`src/rtl/bcsu_pkg.sv`:
```
package bcsu_pkg;

    // multiply a field element by alpha, GF(2^m) with the given primitive polynomial
    function automatic logic [15:0] gf_mulx(input logic [15:0] a, input int m,
                                            input logic [16:0] prim);
        logic [16:0] t;
        t = {1'b0, a} << 1;
        if (t[m]) t = t ^ prim;
        return t[15:0];
    endfunction

    function automatic logic [15:0] gf_mul(input logic [15:0] a, input logic [15:0] b,
                                           input int m, input logic [16:0] prim);
        logic [15:0] r;
        logic [15:0] x;
        r = '0;
        x = a;
        for (int i = 0; i < m; i++) begin
            if (b[i]) r = r ^ x;
            x = gf_mulx(x, m, prim);
        end
        return r;
    endfunction

    function automatic logic [15:0] gf_pow(input int k, input int m, input logic [16:0] prim);
        logic [15:0] r;
        int e;
        e = k % ((1 << m) - 1);
        r = 16'd1;
        for (int i = 0; i < e; i++) r = gf_mulx(r, m, prim);
        return r;
    endfunction

    // element named by coordinates vec in the basis {1, a^j, a^2j, ...}
    function automatic logic [15:0] elem_of(input logic [15:0] vec, input int j,
                                            input int m, input logic [16:0] prim);
        logic [15:0] r;
        r = '0;
        for (int k = 0; k < m; k++)
            if (vec[k]) r = r ^ gf_pow(j * k, m, prim);
        return r;
    endfunction

    // coordinates of target in the basis {1, a^j, a^2j, ...} (exhaustive search)
    function automatic logic [15:0] basis_solve(input int j, input logic [15:0] target,
                                                input int m, input logic [16:0] prim);
        logic [15:0] found;
        found = '0;
        for (int v = (1 << m) - 1; v >= 0; v--)
            if (elem_of(16'(v), j, m, prim) == target) found = 16'(v);
        return found;
    endfunction

    // binary minimal polynomial of a^j, bit d = coefficient of x^d
    function automatic logic [16:0] min_poly(input int j, input int m, input logic [16:0] prim);
        logic [15:0] c [0:16];
        logic [15:0] beta;
        logic [15:0] b;
        logic [16:0] res;
        int deg;
        logic done;
        for (int i = 0; i <= 16; i++) c[i] = '0;
        c[0] = 16'd1;
        deg  = 0;
        beta = gf_pow(j, m, prim);
        b    = beta;
        done = 1'b0;
        for (int s = 0; s < m; s++) begin
            if (!done) begin
                for (int d = 16; d >= 1; d--)
                    if (d <= deg + 1) c[d] = c[d-1] ^ gf_mul(c[d], b, m, prim);
                c[0] = gf_mul(c[0], b, m, prim);
                deg  = deg + 1;
                b    = gf_mul(b, b, m, prim);
                if (b == beta) done = 1'b1;
            end
        end
        res = '0;
        for (int d = 0; d <= 16; d++) res[d] = c[d][0];
        return res;
    endfunction

endpackage

```
`src/rtl/bcsu_lane.sv`:
```
// One syndrome/locator lane: register arithmetic modulo the minimal polynomial of a^J.
module bcsu_lane
    import bcsu_pkg::*;
#(
    parameter int          M    = 4,
    parameter logic [16:0] PRIM = 17'h13,
    parameter int          J    = 1,
    parameter int          P    = 4,
    parameter int          I0   = 1
) (
    input  logic [M-1:0]   reg_i,
    input  logic           clr_i,
    input  logic [P-1:0]   data_i,
    input  logic [M-1:0]   lam_i,
    output logic [M-1:0]   syn_next_o,
    output logic [M-1:0]   srch_next_o,
    output logic [M-1:0]   load_o,
    output logic [P*M-1:0] rows_o,
    output logic [M-1:0]   synd_o
);
    localparam logic [16:0] MP = min_poly(J, M, PRIM);

    function automatic logic [M-1:0] step_x(input logic [M-1:0] v);
        logic [M-1:0] r;
        r = v << 1;
        if (v[M-1]) r = r ^ MP[M-1:0];
        return r;
    endfunction

    // syndrome path: acc * x^P + received bits, reduced each step
    always_comb begin
        logic [M-1:0] acc;
        acc = clr_i ? '0 : reg_i;
        for (int k = P - 1; k >= 0; k--) begin
            acc    = step_x(acc);
            acc[0] = acc[0] ^ data_i[k];
        end
        syn_next_o = acc;
    end

    // search path: rows hold reg * x^r, next state is reg * x^P
    always_comb begin
        logic [M-1:0] cur;
        cur = reg_i;
        for (int r = 0; r < P; r++) begin
            rows_o[r*M +: M] = cur;
            cur              = step_x(cur);
        end
        srch_next_o = cur;
    end

    // inverse basis transform fused with the start offset a^(J*I0)
    logic [M-1:0] load_part [M];
    logic [M-1:0] bt_part   [M];
    for (genvar b = 0; b < M; b++) begin : g_mat
        localparam logic [15:0] LCOL = basis_solve(J, gf_pow(b + J * I0, M, PRIM), M, PRIM);
        localparam logic [15:0] BCOL = gf_pow(J * b, M, PRIM);
        assign load_part[b] = lam_i[b] ? LCOL[M-1:0] : '0;
        assign bt_part[b]   = reg_i[b] ? BCOL[M-1:0] : '0;
    end

    always_comb begin
        load_o = '0;
        synd_o = '0;
        for (int b = 0; b < M; b++) begin
            load_o = load_o ^ load_part[b];
            synd_o = synd_o ^ bt_part[b];
        end
    end
endmodule

```
`src/rtl/bcsu_gbt.sv`:
```
// Group transform for one search row: merges all lanes by power of alpha, tests for a root.
module bcsu_gbt
    import bcsu_pkg::*;
#(
    parameter int          M    = 4,
    parameter int          T    = 3,
    parameter logic [16:0] PRIM = 17'h13
) (
    input  logic [T*M-1:0] d_i,
    output logic           hit_o
);
    localparam int V = T * (M - 1) + 1;

    logic [V-1:0] w;
    always_comb begin
        w = '0;
        for (int j = 1; j <= T; j++)
            for (int k = 0; k < M; k++)
                w[j*k] = w[j*k] ^ d_i[(j-1)*M + k];
    end

    logic [M-1:0] part [V];
    for (genvar v = 0; v < V; v++) begin : g_pow
        localparam logic [15:0] AV = gf_pow(v, M, PRIM);
        assign part[v] = w[v] ? AV[M-1:0] : '0;
    end

    always_comb begin
        logic [M-1:0] acc;
        acc    = {{(M-1){1'b0}}, 1'b1};
        for (int v = 0; v < V; v++) acc = acc ^ part[v];
        hit_o  = (acc == '0);
    end
endmodule

```
`src/rtl/bch_synd_chien.sv`:
```
module bch_synd_chien
    import bcsu_pkg::*;
#(
    parameter int          M    = 4,
    parameter logic [16:0] PRIM = 17'h13,
    parameter int          T    = 3,
    parameter int          N    = 15,
    parameter int          P    = 4
) (
    input  logic           clk_i,
    input  logic           rst_ni,
    input  logic           sel_i,
    input  logic           in_valid_i,
    input  logic [P-1:0]   in_bits_i,
    input  logic           lam_load_i,
    input  logic [T*M-1:0] lam_i,
    output logic [T*M-1:0] synd_o,
    output logic           synd_valid_o,
    output logic [P-1:0]   err_flag_o,
    output logic           err_valid_o
);
    localparam int BEATS = (N + P - 1) / P;
    localparam int PAD   = BEATS * P - N;
    localparam int N0    = (1 << M) - 1;
    localparam int I0    = N0 - N + 1;
    localparam int CW    = (BEATS > 1) ? $clog2(BEATS) : 1;
    localparam logic [CW-1:0] LAST = CW'(BEATS - 1);
    localparam logic [P-1:0]  KEEP = {P{1'b1}} >> PAD;

    typedef struct packed {
        logic [T*M-1:0] acc;
        logic [CW-1:0]  cnt;
        logic           srch;
        logic           syn_vld;
        logic           sel_prev;
    } state_t;

    state_t st_q, st_d;

    logic          sel_rise;
    logic [CW-1:0] cnt_base;
    logic [P-1:0]  data_m;

    always_comb begin
        sel_rise = sel_i & ~st_q.sel_prev;
        cnt_base = sel_rise ? '0 : st_q.cnt;
        data_m   = (cnt_base == '0) ? (in_bits_i & KEEP) : in_bits_i;
    end

    logic [T*M-1:0]   syn_next, srch_next, load_all;
    logic [T*P*M-1:0] rows_all;
    logic [P*T*M-1:0] row_in;
    logic [P-1:0]     hit;

    for (genvar g = 0; g < T; g++) begin : g_lane
        bcsu_lane #(.M(M), .PRIM(PRIM), .J(g + 1), .P(P), .I0(I0)) u_lane (
            .reg_i       (st_q.acc[g*M +: M]),
            .clr_i       (sel_rise),
            .data_i      (data_m),
            .lam_i       (lam_i[g*M +: M]),
            .syn_next_o  (syn_next[g*M +: M]),
            .srch_next_o (srch_next[g*M +: M]),
            .load_o      (load_all[g*M +: M]),
            .rows_o      (rows_all[g*P*M +: P*M]),
            .synd_o      (synd_o[g*M +: M])
        );
        for (genvar r = 0; r < P; r++) begin : g_wire
            assign row_in[r*T*M + g*M +: M] = rows_all[g*P*M + r*M +: M];
        end
    end

    for (genvar r = 0; r < P; r++) begin : g_row
        bcsu_gbt #(.M(M), .T(T), .PRIM(PRIM)) u_gbt (
            .d_i   (row_in[r*T*M +: T*M]),
            .hit_o (hit[r])
        );
    end

    always_comb begin
        st_d          = st_q;
        st_d.syn_vld  = 1'b0;
        st_d.sel_prev = sel_i;
        if (sel_i) begin
            st_d.srch = 1'b0;
            if (sel_rise) begin
                st_d.acc = '0;
                st_d.cnt = '0;
            end
            if (in_valid_i) begin
                st_d.acc = syn_next;
                if (cnt_base == LAST) begin
                    st_d.cnt     = '0;
                    st_d.syn_vld = 1'b1;
                end else begin
                    st_d.cnt = cnt_base + CW'(1);
                end
            end
        end else if (lam_load_i) begin
            st_d.acc  = load_all;
            st_d.cnt  = '0;
            st_d.srch = 1'b1;
        end else if (st_q.srch) begin
            st_d.acc = srch_next;
            if (st_q.cnt == LAST) begin
                st_d.cnt  = '0;
                st_d.srch = 1'b0;
            end else begin
                st_d.cnt = st_q.cnt + CW'(1);
            end
        end
    end

    always_ff @(posedge clk_i or negedge rst_ni) begin
        if (!rst_ni) st_q <= '0;
        else         st_q <= st_d;
    end

    always_comb begin
        for (int r = 0; r < P; r++)
            err_flag_o[r] = st_q.srch & hit[r] & ((int'(st_q.cnt) * P + r) < N);
    end

    assign synd_valid_o = st_q.syn_vld;
    assign err_valid_o  = st_q.srch;
endmodule

```
`config.mk`:
```
export PLATFORM = sky130hd
export DESIGN_NAME = bch_synd_chien
export DESIGN_NICKNAME = d
export VERILOG_FILES = /design/src/rtl/bcsu_pkg.sv /design/src/rtl/bcsu_lane.sv /design/src/rtl/bcsu_gbt.sv /design/src/rtl/bch_synd_chien.sv
export SDC_FILE = /design/constraint.sdc
export NUM_CORES = 1
export LEC_CHECK = 0
export BUFFER_PORTS_ARGS = -buffer_cell sky130_fd_sc_hd__buf_4
export CORE_MARGIN = 10
export CORE_UTILIZATION = 50
export DETAILED_ROUTE_END_ITERATION = 12
export PLACE_DENSITY_LB_ADDON = 0.05
export SLEW_MARGIN = 40
export SYNTH_ARGS = -nofsm -noshare
export SYNTH_HDL_FRONTEND = slang
export SYNTH_SLANG_ARGS = --single-unit
export TNS_END_PERCENT = 100
```
`constraint.sdc`:
```
create_clock -name clk_i -period 2 [get_ports clk_i]
set_input_delay 0.1 -clock clk_i [delete_from_list [all_inputs] [get_ports clk_i]]
set_output_delay 0.1 -clock clk_i [all_outputs]
set_load 0.02 [all_outputs]
```
---- Word level (Yosys, flattened, before mapping) ----
Index checks and enable logic that the tools add are counted.
word-level totals
  register bits after elaboration ......... 17
  bits of input ports ..................... 21
  output and inout bits ................... 18
  word-level logic and storage cells ...... 225
cells by class
  add/subtract/negate cells ............... 5
  $lt $le $gt $ge ......................... 4
  eq/ne operators ......................... 3
  multiplexer cells ....................... 89
  bitwise operators ....................... 112
  reduce and logical (&&, ||, !) cells .... 7
operators with widths
  kind                                                    number
  2-to-1 mux 4 bit                                        32
  XOR 4 bit                                               30
  2-to-1 mux 2 bit                                        31
  2-to-1 mux 15 bit                                       3
  NOT 2 bit                                               16
  NOT 4 bit                                               8
  XOR 1 bit                                               32
  2-to-1 mux 3 bit                                        10
  2-to-1 mux 14 bit                                       2
  zero test 4 bit                                         4
  XOR 4 x 2 -> 4 bit                                      4
  < comparator 5 x 4 -> 1 bit (second input constant)     3
  XOR 2 x 3 -> 3 bit                                      4
  2-to-1 mux 1 bit                                        11
  adder 4 x 2 -> 5 bit (second input constant)            2
  bitwise AND 1 bit                                       9
  XOR 1 x 2 -> 2 bit                                      4
  adder 4 x 1 -> 5 bit (second input constant)            1
  NOT 1 bit                                               5
  adder 2 x 1 -> 2 bit (second input constant)            2
  equality test 2 bit (second input constant)             2
  < comparator 4 bit (second input constant)              1
  inequality test 3 x 1 -> 1 bit (second input constant)  1
  nonzero test 3 bit                                      1
  other kinds (2)                                         2

---- Depth between registers and ports, before layout ----
  depth after elaboration ................. 19
  mapped depth ............................ 7
  gate-level depth less buffers ........... 7

---- Cells and area by module ----
Synthesis repeated with hierarchy kept, for this count alone.
second synthesis, totals
  cell total of the unflattened synthesis .. 233
  area total of the unflattened synthesis .. 2283.4 um^2
modules (own cells, without submodules)
  module                         times used  cells an instance  area an instance (um^2)  seq. area each (um^2)
  bch_synd_chien                 1           74                 889.6                    425.4
  bcsu_gbt                       4           10                 107.6                    0.0
  bcsu_lane at g_lane[2].u_lane  1           40                 350.3                    0.0
  bcsu_lane at g_lane[1].u_lane  1           40                 312.8                    0.0
  bcsu_lane at g_lane[0].u_lane  1           39                 300.3                    0.0

---- Worst setup path after synthesis ----
OpenSTA, ideal clock, no wires.
  path type ............................... register to output
  start ................................... register st_q[12] (netlist name)
  end ..................................... output err_flag_o[3]
  arrival ................................. 1.873 ns
  data required time ...................... 1.900 ns
  slack ................................... 0.027 ns
  cell stages (with the launch flop) ...... 6
  path buffers ............................ 1
  path through ............................ dfrtp_1 > buf_6 > xnor2_4 > xnor2_1 > or3_1 > a2111oi_2
between the ends
  word-level cells in the longest chain between the ends .. 10
  elaborated cells between the ends (all ways) .. 12
  classes of those cells .................. mux (4); bitwise (7); reduce/logical (1)
RTL lines
  element                            line                   text
  start: declaration                 bch_synd_chien.sv:38   state_t st_q, st_d;
  start signal: assignment           bch_synd_chien.sv:115  else st_q <= st_d;
  2-to-1 mux 2 bit *                 bcsu_lane.sv:26        if (v[M-1]) r = r ^ MP[M-1:0];
  NOT 2 bit (no line)                --
  2-to-1 mux 2 bit                   bcsu_lane.sv:26
  2-to-1 mux 2 bit                   bcsu_gbt.sv:25         assign part[v] = w[v] ? AV[M-1:0] : '0;
  XOR 4 x 2 -> 4 bit                 bcsu_gbt.sv:31         for (int v = 0; v < V; v++) acc = acc ^ part[v];
  XOR 4 bit * (2 in series)          bcsu_gbt.sv:31
  zero test 4 bit *                  bcsu_gbt.sv:32         hit_o = (acc == '0);
  bitwise AND 1 bit * (2 in series)  bch_synd_chien.sv:120  err_flag_o[r] = st_q.srch & hit[r] & ((int'(st_q.cnt) * P + r) < N);
  end: declaration                   bch_synd_chien.sv:19   output logic [P-1:0] err_flag_o,
Every way passes the cells marked *; elsewhere a longest branch is shown, timed or not.

---- Worst setup path after layout ----
  start ................................... register st_q[9] (netlist name)
  end ..................................... output err_flag_o[3]
between the ends
  word-level cells in the longest chain between the ends .. 9
RTL lines
  element                            line                   text
  NOT 2 bit (no line)                --
  2-to-1 mux 2 bit *                 bcsu_lane.sv:26
  XOR 1 bit *                        bcsu_gbt.sv:19         w[j*k] = w[j*k] ^ d_i[(j-1)*M + k];
  2-to-1 mux 4 bit *                 bcsu_gbt.sv:25
  XOR 4 bit * (2 in series)          bcsu_gbt.sv:31
  zero test 4 bit *                  bcsu_gbt.sv:32
  bitwise AND 1 bit * (2 in series)  bch_synd_chien.sv:120
Marked as above.

==> impl_metrics.yaml <==
run_status:
  status: "complete, but fails checks"
  violations: "negative setup slack"
clock_tree:
  ctsLongestPathBuffers: 2
  root_buffer: "clkbuf_8"
  htreeDepth: 1
  path_clk_slew_ns: 0.08
  clk_latency_ns: 0.26
  cts_tree: "built"
  cts.sinks: 17
  numCtsBuffers: 3
layout:
  nets: 289
  seqCellArea_sq_um: 429
  drive_above_1_share: 0.375
  num_antenna_cells: 0
  stdcell_count: 312
  final_common_cell: "buf_4"
  area_delta_synth_final_pct: 33.5
  layout.cells.most_common_list: "buf_4 (61), xor2_1 (23), xnor2_1 (22)"
  fillers: 301
  multi_input_area_sq_um: 1450
setup_path:
  crit_required_ns: 1.90
  worstSetupPathType: "flip-flop to output port"
  end_kind: "output port"
  crit_slowest_cell: "dfrtp_1"
  crit_path_cell_trace: "xnor2_4, xnor2_2, or3_4, a2111oi_4, buf_4"
  crit_arrival_ns: 1.96
  crit_fanout: 2
  reg2reg_depth: 7
  slowest_delay_ns: 0.44
  cp-start-kind: "flip-flop"
sta:
  finalWorstSetupSlack_ns: -0.0599
  setup_viol: 1
  fmax_mhz: 485
  drv_slew: 0
  tightest_slew_ns: 0.623
  relSlewSlack: 0.584
  fin_tns_setup_ns: -0.0599
  min_period_over_period: 1.03
  finClkSkew_ns: 0.00348
  post-route-min-period_ns: 2.06
  rsz0062_at_grt: "true"
  finalHoldViolations: 0
yosys:
  synth_nets: 244
  synth_seq_area_share: 0.222
  avgSynthCellArea_sq_um: 8.72
  netlist_area_sq_um: 1920
  synthCells: 220
  yosys_warnings: 0
  netlist-cell-type-count: 45
  synth_seq_cells: 17
floorplan:
  ioPinCount: 39
  core-area_sq_um: 3690
  dieArea_sq_um: 6710
  die_h_microns: 81.9
  start_util: 0.520
  fp.dieW_microns: 81.9
  row_count: 22
global_routing:
  globalRouteTotalUtil: 0.177
  grt_max_degree: 25
  antenna_found_initial: 0
  grt_pass1_wl_microns: 9350
  overflow: 0
  first_global_vias: 1824
route:
  via_per_inst: 5.53
  drc: 0
  first_pass_iters: 4
  via_count: 1724
  routed_wl_microns: 5720
  drtIter0Drc: 145
  wl_per_cell_microns: 18.3
  postRouteAntennaNets: 0
job:
  maxCapViolCount: 0
placed_design:
  port_buffers: 38
  post-place-cells: 298
  gp_congestion: 0.914
  hpwl_microns: 4140
pwr:
  leakagePower_nw: 1.19
  cellPowerDensity_nw_per_um2: 1250
  ir_worst_vdd_v: 0.000602
hold_path:
  holdPathStages: 1
  worst_hold_path_type: "primary input to flip-flop"
[report_power, final]
part	internal (mW)	switching (mW)
Clock	0.141	0.142
Combinational	1.26	1.13
Sequential	0.413	0.128
[logic make-up (layout without fill, tap and decap cells)]
| group | Yosys count | in the layout | synth area share |
|---|---|---|---|
| AOI/OAI and AO/OA | 37 | 37 | 0.153 |
| and+or+nand+nor | 59 | 59 | 0.145 |
| xor gates and xnor gates | 65 | 65 | 0.336 |
| adders and majority gates | 3 | 3 | 0.0196 |
| muxes | 4 | 4 | 0.0209 |
| buffers and inverters | 35 | 79 | 0.104 |
| DFF | 17 | 17 | 0.222 |
[metrics by stage]
| step | util | power, mW | instance area (sq um) | hold WS (ns) | setup slack (ns) |
|---|---|---|---|---|---|
| after floorplan | - | 1.97 | 1920 | -0.196 | 0.0272 |
| after global placement | 0.609 | 2.40 | 2240 | -0.0221 | 0.0663 |
| final | 0.694 | 3.21 | 2560 | 0.0403 | -0.0599 |
| after detailed placement | 0.609 | 2.45 | 2240 | -0.0190 | 0.0993 |
| after global routing | 0.694 | 3.41 | 2560 | 0.0457 | -0.151 |
| after CTS | 0.655 | 2.99 | 2420 | 0.0351 | -0.0410 |
[sequential cells by signal, indices dropped and copies added, names as in the netlist]
name / count
st_q: 15
err_valid_o: 1
synd_valid_o: 1
[what timing repair did]
action	4_1_cts	5_1_grt
setup endpoints to repair	3	4
setup buffers	4	5
gates cloned	0	0
pin swaps	10	3
hold buffers	1	0
resized for setup	14	18
endpoints found under the hold margin	17	0
[final timing paths]
check | startpoint | to | slack, ns
min in group asynchronous | rst_ni | st_q[4]$_DFFE_PN0P_ | 0.23
max in group asynchronous | rst_ni | st_q[12]$_DFFE_PN0P_ | 1.55
max | st_q[9]$_DFFE_PN0P_ | err_flag_o[3] | -0.06
max reg2reg | st_q[0]$_DFF_PN0_ | st_q[12]$_DFFE_PN0P_ | 0.18
min | sel_i | st_q[0]$_DFF_PN0_ | 0.04
min reg2reg | st_q[4]$_DFFE_PN0P_ | st_q[4]$_DFFE_PN0P_ | 0.56
[cells in the mapped netlist (all sizes together)]
cell | instances | area (sq um)
xnor2 | 36 | 342
xor2 | 26 | 235
buf | 22 | 150
nand2 | 20 | 75.1
dfrtp | 17 | 425
nor2 | 14 | 52.6
a21oi | 11 | 55.1
clkbuf | 7 | 26.3
nor3 | 7 | 35.0
a221o | 6 | 61.3
inv | 6 | 22.5
mux2i | 4 | 40.0
nand2b | 4 | 25.0
o221ai | 4 | 35.0
a22oi | 3 | 22.5
and3 | 3 | 18.8
ha | 3 | 37.5
nor2b | 3 | 18.8
xnor3 | 3 | 67.6
and2 | 2 | 12.5
or3 | 2 | 12.5
a2111oi | 1 | 15.0
a211oi | 1 | 7.51
a2bb2oi | 1 | 8.76
a311o | 1 | 10.0
a31o | 1 | 8.76
a32o | 1 | 10.0
a32oi | 1 | 8.76
and4 | 1 | 8.76
nand3 | 1 | 5.00
nand3b | 1 | 7.51
o2111a | 1 | 11.3
o211a | 1 | 10.0
o21a | 1 | 7.51
o21ai | 1 | 5.00
o31ai | 1 | 7.51
o32a | 1 | 10.0
or2 | 1 | 6.26
[critical path, delay by kind of cell, from the launching register on]
family                 cells  cell delay, ns
AND/OR/NAND/NOR            1            0.41
buffers and inverters      1            0.20
XOR/XNOR                   2            0.34
flip-flops                 1            0.44
AO/OA/AOI/OAI              1            0.30
[routing by layer]
layer	global-route usage	vias up	part of all wire
met3	0.0317	5	0.083
li1	-	821	-
met1	0.219	822	0.42
met5	0	-	0
met2	0.303	76	0.49
met4	0.0578	0	0.0087
[cell type report]
cell class              count  share of cell area
clock inverters             1             0.00293
multi-input cells         168               0.566
well taps                  48              0.0235
inverters                   6             0.00880
repair buffers             69               0.215
clock buffers               3              0.0161
flip-flops and latches     17               0.168
No activity file was read; power rests on OpenSTA's default activity.
